`src/rtl/tri_pwm_pkg.sv`:
```
package tri_pwm_pkg;

    typedef enum logic [1:0] {
        ST_OFF  = 2'd0,
        ST_RUN  = 2'd1,
        ST_HOLD = 2'd2
    } pwm_state_e;

    localparam int ADDR_CTRL   = 0;
    localparam int ADDR_PERIOD = 1;
    localparam int ADDR_DUTY0  = 2;

    localparam int CTRL_BITS   = 3;
    localparam int CTRL_EN     = 0;
    localparam int CTRL_SWP    = 1;
    localparam int CTRL_HWA    = 2;

endpackage

```
`src/rtl/tri_pwm_regs.sv`:
```
module tri_pwm_regs
    import tri_pwm_pkg::*;
#(
    parameter int CH = 3,
    parameter int CW = 14,
    parameter int DW = 16,
    parameter int AW = 3
) (
    input  logic                   clk,
    input  logic                   rst_n,
    input  logic                   wr_en,
    input  logic [AW-1:0]          addr,
    input  logic [DW-1:0]          wdata,
    output logic [DW-1:0]          rdata,
    output logic                   en,
    output logic                   sw_pause,
    output logic                   hw_allow,
    output logic [CW-1:0]          period,
    output logic [CH-1:0][CW-1:0]  duty
);

    logic [CTRL_BITS-1:0] ctrl_q;
    logic [CW-1:0]        period_q;
    logic [CH-1:0][CW-1:0] duty_q;
    logic                 wdata_unused_bits;

    assign wdata_unused_bits = ^wdata[DW-1:CW];

    always_ff @(posedge clk or negedge rst_n) begin
        if (!rst_n) begin
            ctrl_q   <= '0;
            period_q <= '0;
            duty_q   <= '0;
        end else if (wr_en) begin
            if (addr == AW'(ADDR_CTRL))
                ctrl_q <= wdata[CTRL_BITS-1:0];
            if (addr == AW'(ADDR_PERIOD))
                period_q <= wdata[CW-1:0];
            for (int i = 0; i < CH; i++) begin
                if (addr == AW'(ADDR_DUTY0 + i))
                    duty_q[i] <= wdata[CW-1:0];
            end
        end
    end

    always_comb begin
        rdata = '0;
        if (addr == AW'(ADDR_CTRL))
            rdata = {{(DW-CTRL_BITS){1'b0}}, ctrl_q};
        if (addr == AW'(ADDR_PERIOD))
            rdata = {{(DW-CW){1'b0}}, period_q};
        for (int i = 0; i < CH; i++) begin
            if (addr == AW'(ADDR_DUTY0 + i))
                rdata = {{(DW-CW){1'b0}}, duty_q[i]};
        end
    end

    assign en       = ctrl_q[CTRL_EN];
    assign sw_pause = ctrl_q[CTRL_SWP];
    assign hw_allow = ctrl_q[CTRL_HWA];
    assign period   = period_q;
    assign duty     = duty_q;

endmodule

```
`src/rtl/tri_pwm_seq.sv`:
```
module tri_pwm_seq
    import tri_pwm_pkg::*;
#(
    parameter int CW = 14
) (
    input  logic          clk,
    input  logic          rst_n,
    input  logic          tick,
    input  logic          en,
    input  logic          pause,
    input  logic [CW-1:0] period_in,
    output pwm_state_e    state_o,
    output logic [CW-1:0] cnt_o,
    output logic [CW-1:0] period_act_o,
    output logic          load_o,
    output logic          run_o
);

    pwm_state_e    state_q, state_d;
    logic [CW-1:0] cnt_q;
    logic [CW-1:0] period_q;
    logic          advance;
    logic          wrap;

    // next-state decision
    always_comb begin
        state_d = state_q;
        unique case (state_q)
            ST_OFF:  if (en) state_d = pause ? ST_HOLD : ST_RUN;
            ST_RUN:  if (!en) state_d = ST_OFF;
                     else if (pause) state_d = ST_HOLD;
            ST_HOLD: if (!en) state_d = ST_OFF;
                     else if (!pause) state_d = ST_RUN;
            default: state_d = ST_OFF;
        endcase
    end

    always_ff @(posedge clk or negedge rst_n) begin
        if (!rst_n) state_q <= ST_OFF;
        else        state_q <= state_d;
    end

    // output decode
    always_comb begin
        advance = (state_q == ST_RUN) && (state_d == ST_RUN) && tick;
        wrap    = advance && (cnt_q == period_q);
        load_o  = (state_q == ST_OFF) || wrap;
        run_o   = (state_q == ST_RUN);
    end

    always_ff @(posedge clk or negedge rst_n) begin
        if (!rst_n) begin
            cnt_q    <= '0;
            period_q <= '0;
        end else begin
            if (state_q == ST_OFF)
                cnt_q <= '0;
            else if (advance)
                cnt_q <= wrap ? '0 : cnt_q + 1'b1;
            if (load_o)
                period_q <= period_in;
        end
    end

    assign state_o      = state_q;
    assign cnt_o        = cnt_q;
    assign period_act_o = period_q;

endmodule

```
`src/rtl/tri_pwm_chan.sv`:
```
module tri_pwm_chan #(
    parameter int CW = 14
) (
    input  logic          clk,
    input  logic          rst_n,
    input  logic          load,
    input  logic [CW-1:0] duty_in,
    input  logic [CW-1:0] cnt,
    input  logic          run,
    output logic          pwm,
    output logic [CW-1:0] duty_act
);

    logic [CW-1:0] duty_q;

    always_ff @(posedge clk or negedge rst_n) begin
        if (!rst_n)    duty_q <= '0;
        else if (load) duty_q <= duty_in;
    end

    assign pwm      = run && (cnt < duty_q);
    assign duty_act = duty_q;

endmodule

```
`src/rtl/tri_pwm.sv`:
```
module tri_pwm
    import tri_pwm_pkg::*;
#(
    parameter int CH = 3,
    parameter int CW = 14,
    parameter int DW = 16,
    parameter int AW = 3
) (
    input  logic          clk,
    input  logic          rst_n,
    input  logic          tick,
    input  logic          hw_pause_req,
    input  logic          reg_wr,
    input  logic [AW-1:0] reg_addr,
    input  logic [DW-1:0] reg_wdata,
    output logic [DW-1:0] reg_rdata,
    output logic [CH-1:0] pwm_out
);

    logic                  en, sw_pause, hw_allow, pause;
    logic [CW-1:0]         period;
    logic [CH-1:0][CW-1:0] duty;
    logic [CH-1:0][CW-1:0] duty_act;
    pwm_state_e            state;
    logic [CW-1:0]         cnt;
    logic [CW-1:0]         period_act;
    logic                  load, run;

    tri_pwm_regs #(.CH(CH), .CW(CW), .DW(DW), .AW(AW)) u_regs (
        .clk      (clk),
        .rst_n    (rst_n),
        .wr_en    (reg_wr),
        .addr     (reg_addr),
        .wdata    (reg_wdata),
        .rdata    (reg_rdata),
        .en       (en),
        .sw_pause (sw_pause),
        .hw_allow (hw_allow),
        .period   (period),
        .duty     (duty)
    );

    assign pause = sw_pause || (hw_allow && hw_pause_req);

    tri_pwm_seq #(.CW(CW)) u_seq (
        .clk          (clk),
        .rst_n        (rst_n),
        .tick         (tick),
        .en           (en),
        .pause        (pause),
        .period_in    (period),
        .state_o      (state),
        .cnt_o        (cnt),
        .period_act_o (period_act),
        .load_o       (load),
        .run_o        (run)
    );

    for (genvar g = 0; g < CH; g++) begin : g_chan
        tri_pwm_chan #(.CW(CW)) u_chan (
            .clk      (clk),
            .rst_n    (rst_n),
            .load     (load),
            .duty_in  (duty[g]),
            .cnt      (cnt),
            .run      (run),
            .pwm      (pwm_out[g]),
            .duty_act (duty_act[g])
        );
    end

endmodule

```
`config.mk`:
```
export PLATFORM = sky130hd
export DESIGN_NAME = tri_pwm
export DESIGN_NICKNAME = d
export VERILOG_FILES = /design/src/rtl/tri_pwm_pkg.sv /design/src/rtl/tri_pwm_regs.sv /design/src/rtl/tri_pwm_seq.sv /design/src/rtl/tri_pwm_chan.sv /design/src/rtl/tri_pwm.sv
export SDC_FILE = /design/constraint.sdc
export NUM_CORES = 1
export LEC_CHECK = 0
export BUFFER_PORTS_ARGS = -buffer_cell sky130_fd_sc_hd__buf_2
export CORE_AREA = 2 2 107 109
export DETAILED_ROUTE_END_ITERATION = 12
export DIE_AREA = 0 0 109 111
export GPL_TIMING_DRIVEN = 0
export PLACE_DENSITY = 0.84
export SLEW_MARGIN = 10
export SYNTH_ARGS = -nofsm -noshare
export SYNTH_HDL_FRONTEND = slang
export SYNTH_SLANG_ARGS = --single-unit
```
`constraint.sdc`:
```
create_clock -name clk -period 5.85 [get_ports clk]
set_clock_uncertainty 0.2 [all_clocks]
set_input_delay 0.8775 -clock clk [delete_from_list [all_inputs] [get_ports clk]]
set_output_delay 0.8775 -clock clk [all_outputs]
set_load 0.02 [all_outputs]
```
Yosys cells after proc, flatten, opt, wreduce, memory -nomap -nowiden
Cells that the tools add are included. Widths: inputs -> output; s select.

Add/subtract/negate cells: 1. Magnitude comparators: 3. Eq/ne operators: 8. Muxes and demuxes: 15. Reduce and logical (&&, ||, !) cells: 17.

Operator list (count): $mux 14 (7); $lt 14x14->1 (3); $add 14x1->14 const B (1); $eq 14x14->1 (1); $mux 2 (6); $reduce_and 2->1 (5); $logic_and 1x1->1 (7); $eq 3x2->1 const B (2); $pmux 2 s3 (1); $eq 2x1->1 const B (2); $eq 3x1->1 const B (1); $eq 3x3->1 const B (1); $logic_not 3->1 (1); $mux 3 (1); $eq 2x2->1 const B (1); $logic_not 2->1 (1); $logic_or 1x1->1 (2); $reduce_bool 2->1 (1).

Bits in registers: 131. Bits of input ports: 24.

Logic depth before layout (Yosys ltp)
Gate-level depths: netlist of run 1.

Word-level depth: 12. Mapped depth: 9.

Cells and area by module
From an unflattened synthesis of run 1, not the netlist that was laid out.

Cells, all modules: 594. Area, all modules: 6932.9 µm².

By module, submodules not included: tri_pwm_regs (times used 1, cells each 193, area each 2885.3 µm², seq. area each 1476.4 µm²); tri_pwm_chan (times used 3, cells each 90, area each 837.1 µm², seq. area each 350.3 µm²); tri_pwm_seq (times used 1, cells each 130, area each 1529.0 µm², seq. area each 750.7 µm²); tri_pwm (times used 1, cells each 1, area each 7.5 µm², seq. area each 0.0 µm²).

Worst setup path after synthesis of run 1
No wires, ideal clock.

Path kind: in2out. Start: input reg_addr[2]. End: output reg_rdata[10]. Arrival: 2.080 ns. Required time: 4.773 ns. Slack: 2.692 ns. Cell stages on the path: 5. Cell sequence: clkbuf_1 nor2b_1 clkbuf_1 a22oi_1 o22ai_1.

Word-level cells in the longest chain between the ends: 5. Elaborated cells on any way between the ends: 8.

Ends and longest elaborated chain: start: declaration (line tri_pwm.sv:14) `input logic [AW-1:0] reg_addr,`; $eq 3x1->1 (line tri_pwm_regs.sv:50) `if (addr == AW'(ADDR_PERIOD))`; $mux 14 (line tri_pwm_regs.sv:50); $mux 14 (2 in series) (line tri_pwm_regs.sv:53) `if (addr == AW'(ADDR_DUTY0 + i))`; $mux 14 (*) (line tri_pwm_regs.sv:53); end: declaration (line tri_pwm.sv:16) `output logic [DW-1:0] reg_rdata,`.

Every way passes the cells marked *; elsewhere a longest branch is shown, timed or not.

Worst setup path after layout of run 1
Start: register u_seq.cnt_q[9], in the netlist u_seq.cnt_o[9]. End: output pwm_out[2].

Word-level cells in the longest chain between the ends: 2.

Ends and longest elaborated chain: start: declaration (line tri_pwm_seq.sv:20) `logic [CW-1:0] cnt_q;`; start signal: assignment (line tri_pwm_seq.sv:59) `cnt_q <= wrap ? '0 : cnt_q + 1'b1;`; $lt 14x14->1 (line tri_pwm_chan.sv:21) `assign pwm = run && (cnt < duty_q);`; $logic_and 1x1->1 (line tri_pwm_chan.sv:21); end: declaration (line tri_pwm.sv:17) `output logic [CH-1:0] pwm_out`.

No other way between the ends.

==> results of run 1 <==
[per-layer routing]
layer / track usage [%] / up-vias / part of all wire [%]
li1: - / 2097 / -
met1: 41.1 / 2418 / 40
met2: 50.2 / 263 / 49
met3: 7.23 / 79 / 6.8
met4: 16.1 / 0 / 4.0
met5: 0 / - / 0
[cell usage after synthesis (2+ instances only)]
cell type	instances
nor2b_1	6
a21o_1	13
nor2_1	7
clkbuf_1	10
nand3_1	5
buf_4	5
a31oi_1	6
o21ai_1	4
buf_2	6
and2_1	12
buf_12	4
mux2_4	56
dfrtp_1	131
nand2_1	16
nand2b_1	6
xor2_1	15
xnor2_1	11
o22ai_1	14
buf_6	4
a41oi_1	3
a21oi_1	10
nand4_1	15
mux2_1	59
and3_1	5
ha_1	40
a2111oi_0	3
o31a_1	3
nor4_1	4
a22oi_1	14
nor3b_1	2
inv_1	39
mux2i_1	14
nor3_1	2
[cell type report]
class / count / area share, %
well taps: 143 / 2.24
repair buffers: 37 / 2.68
clock inverters: 15 / 2.02
multi-input cells: 353 / 41.9
plain buffers: 30 / 3.07
flip-flops and latches: 131 / 41.0
clock buffers: 17 / 5.32
inverters: 39 / 1.83
[logic make-up after synthesis]
| kind of cell | after synthesis | share of synthesized area [%] |
|---|---|---|
| buffers and inverters | 69 | 5.58 |
| adder cells (fa/ha/maj) | 40 | 7.14 |
| other | 1 | 0.0535 |
| XOR/XNOR | 26 | 3.25 |
| AO/OA/AOI/OAI | 72 | 7.05 |
| multiplexers | 129 | 23.5 |
| AND/OR/NAND/NOR | 84 | 6.73 |
| flip-flops | 131 | 46.7 |
[sequential cells by signal (all words and copies together) (netlist names)]
| register | count |
|---|---|
| g_chan.u_chan.duty_act | 42 |
| u_regs.duty | 42 |
| u_regs.period | 14 |
| u_seq.cnt_o | 14 |
| u_seq.period_act_o | 14 |
| u_regs.ctrl_q | 3 |
| u_seq.state_o | 2 |
[worst reg2reg max path, stage by stage (launching register included)]
cell and delay (ns):
dfrtp_1 0.53, xor2_1 0.23, nor4_1 0.40, nand4_1 0.19, o21a_1 0.16, buf_6 0.16, buf_12 0.17, mux2_4 0.31
[worst min path at each step]
stage	start	end	slack [ns]	cells after the start
2_1_floorplan	u_regs.duty[10]	u_regs.duty[10]	0.28	1
3_3_place_gp	u_regs.duty[32]	u_regs.duty[32]	0.29	1
3_5_place_dp	g_chan[0].u_chan.duty_act[4]	g_chan[0].u_chan.duty_act[4]	0.30	1
4_1_cts	rst_n	u_regs.duty[30]	0.15	1
5_1_grt	rst_n	u_regs.duty[30]	0.17	1
6_report	rst_n	u_regs.duty[30]	0.14	1
[power breakdown]
group / internal (W) / total [W] / switching [W]
Clock: 0.000629 / 0.00105 / 0.000424
Combinational: 0.000591 / 0.00109 / 0.000495
Sequential: 0.00120 / 0.00146 / 0.000265
[per-stage QoR]
stage	setup slack, ns	cell area, sq um	utilization [%]	total power [W]
5_1_grt	1.94	8000	72.2	0.00374
3_3_place_gp	2.12	7380	66.6	0.00241
2_1_floorplan	2.69	7020	-	0.00219
3_5_place_dp	2.29	7410	66.9	0.00250
4_1_cts	2.02	8000	72.2	0.00358
6_report	1.97	8000	72.2	0.00360
==> run summary, run 1 <==
Peak supply drop -> 0.287 mV
cell row count -> 39
drt total wl -> 17.9 mm
commonest cells after routing, fill and taps aside -> 131 x dfrtp_1, 59 x mux2_1, 56 x mux2_4
setup TNS -> 0 ns
die footprint -> 12,100 sq um
Layout Cells excl Fill -> 765
R2R setup slack -> 3.38 ns
count of boundary I/O pins -> 43
Setup CP Type -> flip-flop to output pin
FF-to-FF path depth -> 7
vias in the first global route -> 5,203
PD cells -> 450 nW/um^2
Worst Path Buf+Inv -> 2
Slew @ Worst Pin -> 0.730 ns
Max clock buf depth -> 2
most common cell after layout, fill and taps aside -> dfrtp_1
Final Cycle Share -> 66.3%
H-tree levels -> 4
wire per inst -> 23.4 microns
Yosys warning count -> 0
routability congestion estimate -> 0.831
vias per cell -> 6.35
DRC marker count from the first detailed-route iteration -> 370
final-report setup violation count -> 0
Crit path arrival time -> 2.80 ns
Initial Util -> 63.3%
initial antenna violation count -> 0
Num CTS Buffers -> 17
layout cells sized above 1 -> 23.3%
CP max FO -> 7
Seq cells post-synth -> 131
Inst Count DP -> 733
Mapped Cells -> 552
area occupied by multi-input gates -> 3350 sq um
Crit path depth -> 7
post_cts resized -> 0
antenna cells -> 0
antenna viol nets, final -> 0
critical path launch point type -> flip-flop
Clk pin slew, worst setup/hold paths -> 0.06 ns
CP Cell Sequence -> ha_1 > a41oi_1 > a21oi_1 > a2111oi_0 > o31a_1 > buf_4 > buf_2
CP peak stage delay -> 0.59 ns
crit path to -> pwm_out[2]
RSZ-0062 raised after global routing -> no
Post-synth EDFFs -> 0
CP required -> 4.77 ns
Post-synth ARST share -> 100%
clk sink count -> 131
die extent in y -> 111 microns
Final Max Slew Viols -> 0
unique cell type count in the Yosys netlist -> 41
hold crit path type -> input port to async pin
Max-Cap Viols -> 0
GR Overflow Total -> 0
sequential-to-total area share from yosys stat -> 46.7%
Critical-path top delay cell -> dfrtp_1
leakage power -> 4.01 nW
Crit path max-delay family -> compound AO/OA/AOI/OAI gates
setup bufs post-CTS -> 0
Slew HR -> 51.0%
fin nets -> 673
Clock Tree Root -> clkbuf_16
First-pass DRT Iterations -> 5
final hold slack -> 0.137 ns
Port-buffer cells -> 36
core region area -> 11,100 sq um
gr usage total -> 31.8%
crit end category -> output pin
Detail Placement HPWL -> 11.7 mm
main area contributors after synthesis -> dfrtp_1 47%, mux2_4 12%, mux2_1 9.5%
vias post-DR -> 4,857
first-pass GRT wire length -> 28.4 mm
CTS tree -> built
top-area cell type share of the netlist area -> 46.7%
synthesized cell area -> 7010 sq um
Peak Freq -> 258 MHz
min cycle time layout -> 3.88 ns
# fillers -> 647
# hold bufs at CTS -> 0
largest net degree at the start of global routing -> 96
drt drc -> 0
Synth Flop Type -> dfrtp_1
worst-skew pair later-pin latency -> 0.43 ns
final hold vios -> 0
post-synthesis average cell area -> 12.7 sq um
status -> complete, no violations
die width -> 109 microns
Critical R2R Launch -> u_seq.cnt_o[9]
Worst setup startpoint -> u_seq.cnt_o[9]
area added between synthesis and finish -> 14.0%
register area -> 3280 sq um
leading area contributor after synthesis -> dfrtp_1
Critical R2R Capture -> g_chan[2].u_chan.duty_act[10]
Power figures use the tool's default switching activity.
==> run 2: changes to the inputs <==
- CORE_AREA: 2 2 107 109 -> 2 2 111 113
- DIE_AREA: 0 0 109 111 -> 0 0 113 115
- PLACE_DENSITY: 0.84 -> 0.78
- clock period: 5.85 -> 4 ns (I/O delays scaled with it)
==> run 2 against run 1 <==
The run now ends with DRC left. Clock-buffer cell count grew 3. Power grew 45%. Cell count grew 0.65%. Routed wire length shrank 9.4%. Critical path type unchanged. Highest routed layer unchanged.
==> run summary, run 2 (synthesis results as in run 1) <==
failing checks -> DRC
Critical-path top delay cell -> dfrtp_1
H-tree levels -> 4
drt total wl -> 16.2 mm
Setup CP Type -> flip-flop to output pin
Num CTS Buffers -> 17
antenna viol nets, final -> 0
M1 wire length -> 7.27 mm
clk sink count -> 131
vias in the first global route -> 4,904
Worst Path Buf+Inv -> 2
final-report setup violation count -> 0
antenna cells -> 0
Slew @ Worst Pin -> 0.726 ns
Critical R2R Launch -> u_seq.cnt_o[9]
CP peak stage delay -> 0.59 ns
Max-Cap Viols -> 0
GR Overflow Total -> 0
final hold slack -> 0.223 ns
crit end category -> output pin
Final Max Slew Viols -> 0
wire per inst -> 21.1 microns
hold crit path type -> input port to flip-flop
commonest cells after routing, fill and taps aside -> 131 x dfrtp_1, 59 x mux2_1, 56 x mux2_4
die width -> 113 microns
Crit path max-delay family -> compound AO/OA/AOI/OAI gates
Final Cycle Share -> 84.6%
Detail Placement HPWL -> 11.7 mm
fin nets -> 674
CP Cell Sequence -> ha_1 > a41oi_1 > a21oi_1 > a2111oi_0 > o31a_1 > buf_4 > buf_2
largest net degree at the start of global routing -> 77
Peak Freq -> 296 MHz
Worst setup startpoint -> u_seq.cnt_o[9]
vias post-DR -> 4,633
Clock Tree Root -> clkbuf_16
gr usage total -> 27.1%
CTS tree -> built
vias per cell -> 6.02
R2R setup slack -> 1.50 ns
min cycle time layout -> 3.38 ns
Final Instance Area -> 8020 sq um
count of boundary I/O pins -> 43
# fillers -> 811
routability congestion estimate -> 0.878
Crit path arrival time -> 2.58 ns
die footprint -> 13,000 sq um
RSZ-0062 raised after global routing -> no
final setup margin -> 0.617 ns
critical path launch point type -> flip-flop
fin util -> 67.9%
Slew HR -> 51.2%
Crit path depth -> 7
DRC marker count from the first detailed-route iteration -> 285
die extent in y -> 115 microns
Clk pin slew, worst setup/hold paths -> 0.06 ns
leakage power -> 4.01 nW
CP required -> 3.20 ns
setup TNS -> 0 ns
Port-buffer cells -> 36
Critical R2R Capture -> g_chan[0].u_chan.duty_act[9]
drt drc -> 1
post_cts resized -> 0
cell row count -> 40
routed length on met3 -> 777 microns
area added between synthesis and finish -> 14.4%
WHS Path Cells -> 2
worst slack at placement -> 1.08 ns
PD cells -> 650 nW/um^2
CP max FO -> 7
Post-DP Area -> 7410 sq um
final hold vios -> 0
initial antenna violation count -> 0
worst-skew pair later-pin latency -> 0.43 ns
Top Layer Used -> met4
status -> complete, but fails checks
most common cell after layout, fill and taps aside -> dfrtp_1
FF-to-FF path depth -> 7
core region area -> 11,800 sq um
layout cells sized above 1 -> 23.3%
crit path to -> pwm_out[2]
First-pass DRT Iterations -> 8
Max clock buf depth -> 2
first-pass GRT wire length -> 26.4 mm
Initial Util -> 59.4%
met2 wire length -> 7.86 mm
Peak supply drop -> 0.546 mV
## run 2: cell count changes in the layout (fill, tap and decap cells not counted)
cell,delta
clkbuf_8,+3
clkinv_4,-5
clkinvlp_4,+3
dlygate4sd3_1,+1
inv_6,-1
## run 2: final cells by class
class	count	area [sq um]	area share, %
inverters	39	146	1.82
multi-input cells	353	3350	41.7
clock buffers	20	467	5.82
clock inverters	12	131	1.64
plain buffers	30	245	3.06
well taps	147	184	2.29
repair buffers	38	224	2.79
flip-flops and latches	131	3280	40.9
## run 2: worst min path at each step
stage / startpoint / endpoint / slack, ns
floorplan: rst_n / g_chan[0].u_chan.duty_act[0] / 0.10
global placement: u_regs.duty[34] / u_regs.duty[34] / 0.29
detailed placement: g_chan[1].u_chan.duty_act[12] / g_chan[1].u_chan.duty_act[12] / 0.30
CTS: reg_wdata[8] / u_regs.duty[22] / 0.22
global route: reg_wdata[9] / u_regs.duty[23] / 0.24
finish: reg_wdata[8] / u_regs.duty[22] / 0.22
## run 2: power by group
part	total, W	internal [W]	leakage [nW]	switching (W)
registers	0.00213	0.00175	1.60	0.000377
logic	0.00153	0.000861	2.14	0.000674
clock network	0.00155	0.000962	0.272	0.000588
## run 2: worst reg2reg max path: stages (launching register included)
cell     delay [ns]
dfrtp_1        0.53
xor2_1         0.23
nor4_1         0.44
nand4_1        0.20
o21a_1         0.17
buf_6          0.15
buf_12         0.16
mux2_4         0.31
## run 2: layer usage
layer	up-vias	GRT usage, %
li1	2110	-
met1	2349	36.1
met2	146	43.6
met3	28	5.27
met4	0	12.0
met5	-	0
## run 2: metrics by stage
| stage | total power, W | cells |
|---|---|---|
| after detailed placement | 0.00364 | 737 |
| after global routing | 0.00545 | 770 |
| after CTS | 0.00520 | 770 |
| after floorplan | 0.00320 | 553 |
| after global placement | 0.00353 | 736 |
| final | 0.00521 | 770 |
## run 2: repair_timing
item                                    in CTS  in global routing
hold endpoints to repair                    55                  0
endpoints found under the setup margin       0                  0
setup buffers                                0                  0
hold buffers                                 1                  0
==> run 3: changes to the inputs <==
- clock period: 4 -> 3.4 ns (I/O delays scaled with it)
==> run 3 against run 2 <==
The flow still finishes with violations (DRC). Non-clock buffer count is the same. Clock-buffer cell count is the same. Sequential cell count is the same. Routed wire length is essentially flat. Combinational power grew 18%. Cell count is the same. Critical path type unchanged. Critical endpoint unchanged. Largest cell class unchanged. Largest power group unchanged.
==> run summary, run 3 (synthesis results as in run 1) <==
status -> complete, but fails checks
failing checks -> DRC
Max-Cap Viols -> 0
die footprint -> 13,000 sq um
Int Power -> 0.00421 W
Final Max Slew Viols -> 0
# fillers -> 812
final-report setup violation count -> 0
antenna viol nets, final -> 0
first-pass GRT wire length -> 26.4 mm
drt total wl -> 16.2 mm
Initial Util -> 59.4%
CTS tree -> built
clock network power share -> 29.7%
Peak Freq -> 306 MHz
clk sink count -> 131
final hold vios -> 0
Slew HR -> 51.3%
crit end category -> output pin
routability congestion estimate -> 0.878
vias in the first global route -> 4,904
CP required -> 2.69 ns
wire per inst -> 21.1 microns
vias post-DR -> 4,647
Detail Placement HPWL -> 11.7 mm
register area -> 3280 sq um
fin util -> 67.9%
Sw Share -> 31.4%
cell row count -> 40
count of boundary I/O pins -> 43
sequential fraction of design power -> 40.8%
area occupied by multi-input gates -> 3350 sq um
commonest cells after routing, fill and taps aside -> 131 x dfrtp_1, 59 x mux2_1, 56 x mux2_4
core region area -> 11,800 sq um
Sw Pwr -> 0.00192 W
setup bufs post-CTS -> 0
largest net degree at the start of global routing -> 77
worst slack at placement -> 0.610 ns
layout cells sized above 1 -> 23.3%
First-pass DRT Iterations -> 10
vias per cell -> 6.04
Crit path arrival time -> 2.55 ns
GR Overflow Total -> 0
min cycle time layout -> 3.26 ns
Comb pwr share -> 29.5%
RSZ-0062 raised after global routing -> no
Slew @ Worst Pin -> 0.725 ns
DRC marker count from the first detailed-route iteration -> 284
leakage power -> 4.01 nW
drt drc -> 1
critical path launch point type -> flip-flop
Port-buffer cells -> 36
Num CTS Buffers -> 17
most common cell after layout, fill and taps aside -> dfrtp_1
PD cells -> 764 nW/um^2
antenna cells -> 0
die width -> 113 microns
Clk pin slew, worst setup/hold paths -> 0.06 ns
worst-skew pair later-pin latency -> 0.43 ns
Final Cycle Share -> 96.0%
Clock Tree Root -> clkbuf_16
CP max FO -> 7
initial antenna violation count -> 0
R2R setup slack -> 0.92 ns
die extent in y -> 115 microns
Max clock buf depth -> 2
gr usage total -> 27.1%
area added between synthesis and finish -> 14.4%
Setup CP Type -> flip-flop to output pin
H-tree levels -> 4
fin nets -> 674
Peak supply drop -> 0.643 mV
hold crit path type -> input port to flip-flop
final setup margin -> 0.136 ns
==> run 3: metrics by stage <==
step,setup TNS (ns),instances,hold WS [ns],instance area [sq um],total power (W)
global route,0,770,0.149,8020,0.00641
global placement,-1.07,736,0.293,7380,0.00416
finish,0,770,0.136,8020,0.00613
detailed placement,0,737,0.298,7410,0.00428
CTS,0,770,0.129,8020,0.00612
floorplan,0,553,0.0144,7020,0.00376
==> run 3: path summary, 6_finish.rpt <==
path	start	end	depth (start not counted)
worst max-delay path	u_seq.cnt_o[9]	pwm_out[2]	7
worst min-delay path	reg_wdata[8]	u_regs.duty[22]	2
worst max register to register	u_seq.cnt_o[9]	u_seq.period_act_o[10]	7
worst min register to register	g_chan[2].u_chan.duty_act[8]	g_chan[2].u_chan.duty_act[8]	1
max in group asynchronous	rst_n	u_regs.duty[23]	3
min in group asynchronous	rst_n	g_chan[0].u_chan.duty_act[1]	2
==> run 3: power groups by stage <==
stage,clock (W),combinational (W),sequential [W]
after floorplan,0,0.00145,0.00231
after global placement,0,0.00169,0.00247
after detailed placement,0,0.00178,0.00250
after CTS,0.00183,0.00181,0.00248
after global routing,0.00190,0.00196,0.00255
final,0.00182,0.00181,0.00250
==> run 3: per-layer routing <==
metal	part of all wire (%)	track usage, %
met5	0	0
met4	1.9	12.0
met3	5.2	5.27
met2	49	43.6
met1	44	36.1
==> run 3: final cells by class <==
class                      count  share of cell area (%)
multi-input combinational    353                    41.7
sequential                   131                    40.9
clock buffer                  20                    5.82
buffer                        30                    3.06
timing repair buffer          38                    2.79
tap                          147                    2.29
inverter                      39                    1.82
clock inverter                12                    1.64
==> run 3: critical path, cell delays in order, from the launching register on <==
cell and delay (ns):
dfrtp_1 0.58, ha_1 0.35, a41oi_1 0.24, a21oi_1 0.09
a2111oi_0 0.37, o31a_1 0.23, buf_4 0.11, buf_2 0.15
==> run 3: what timing repair did <==
action                                 in CTS  in global routing
endpoints found under the hold margin      55                  0
hold buffers                                1                  0
setup endpoints to repair                   0                  1
gates resized for setup                     0                  1
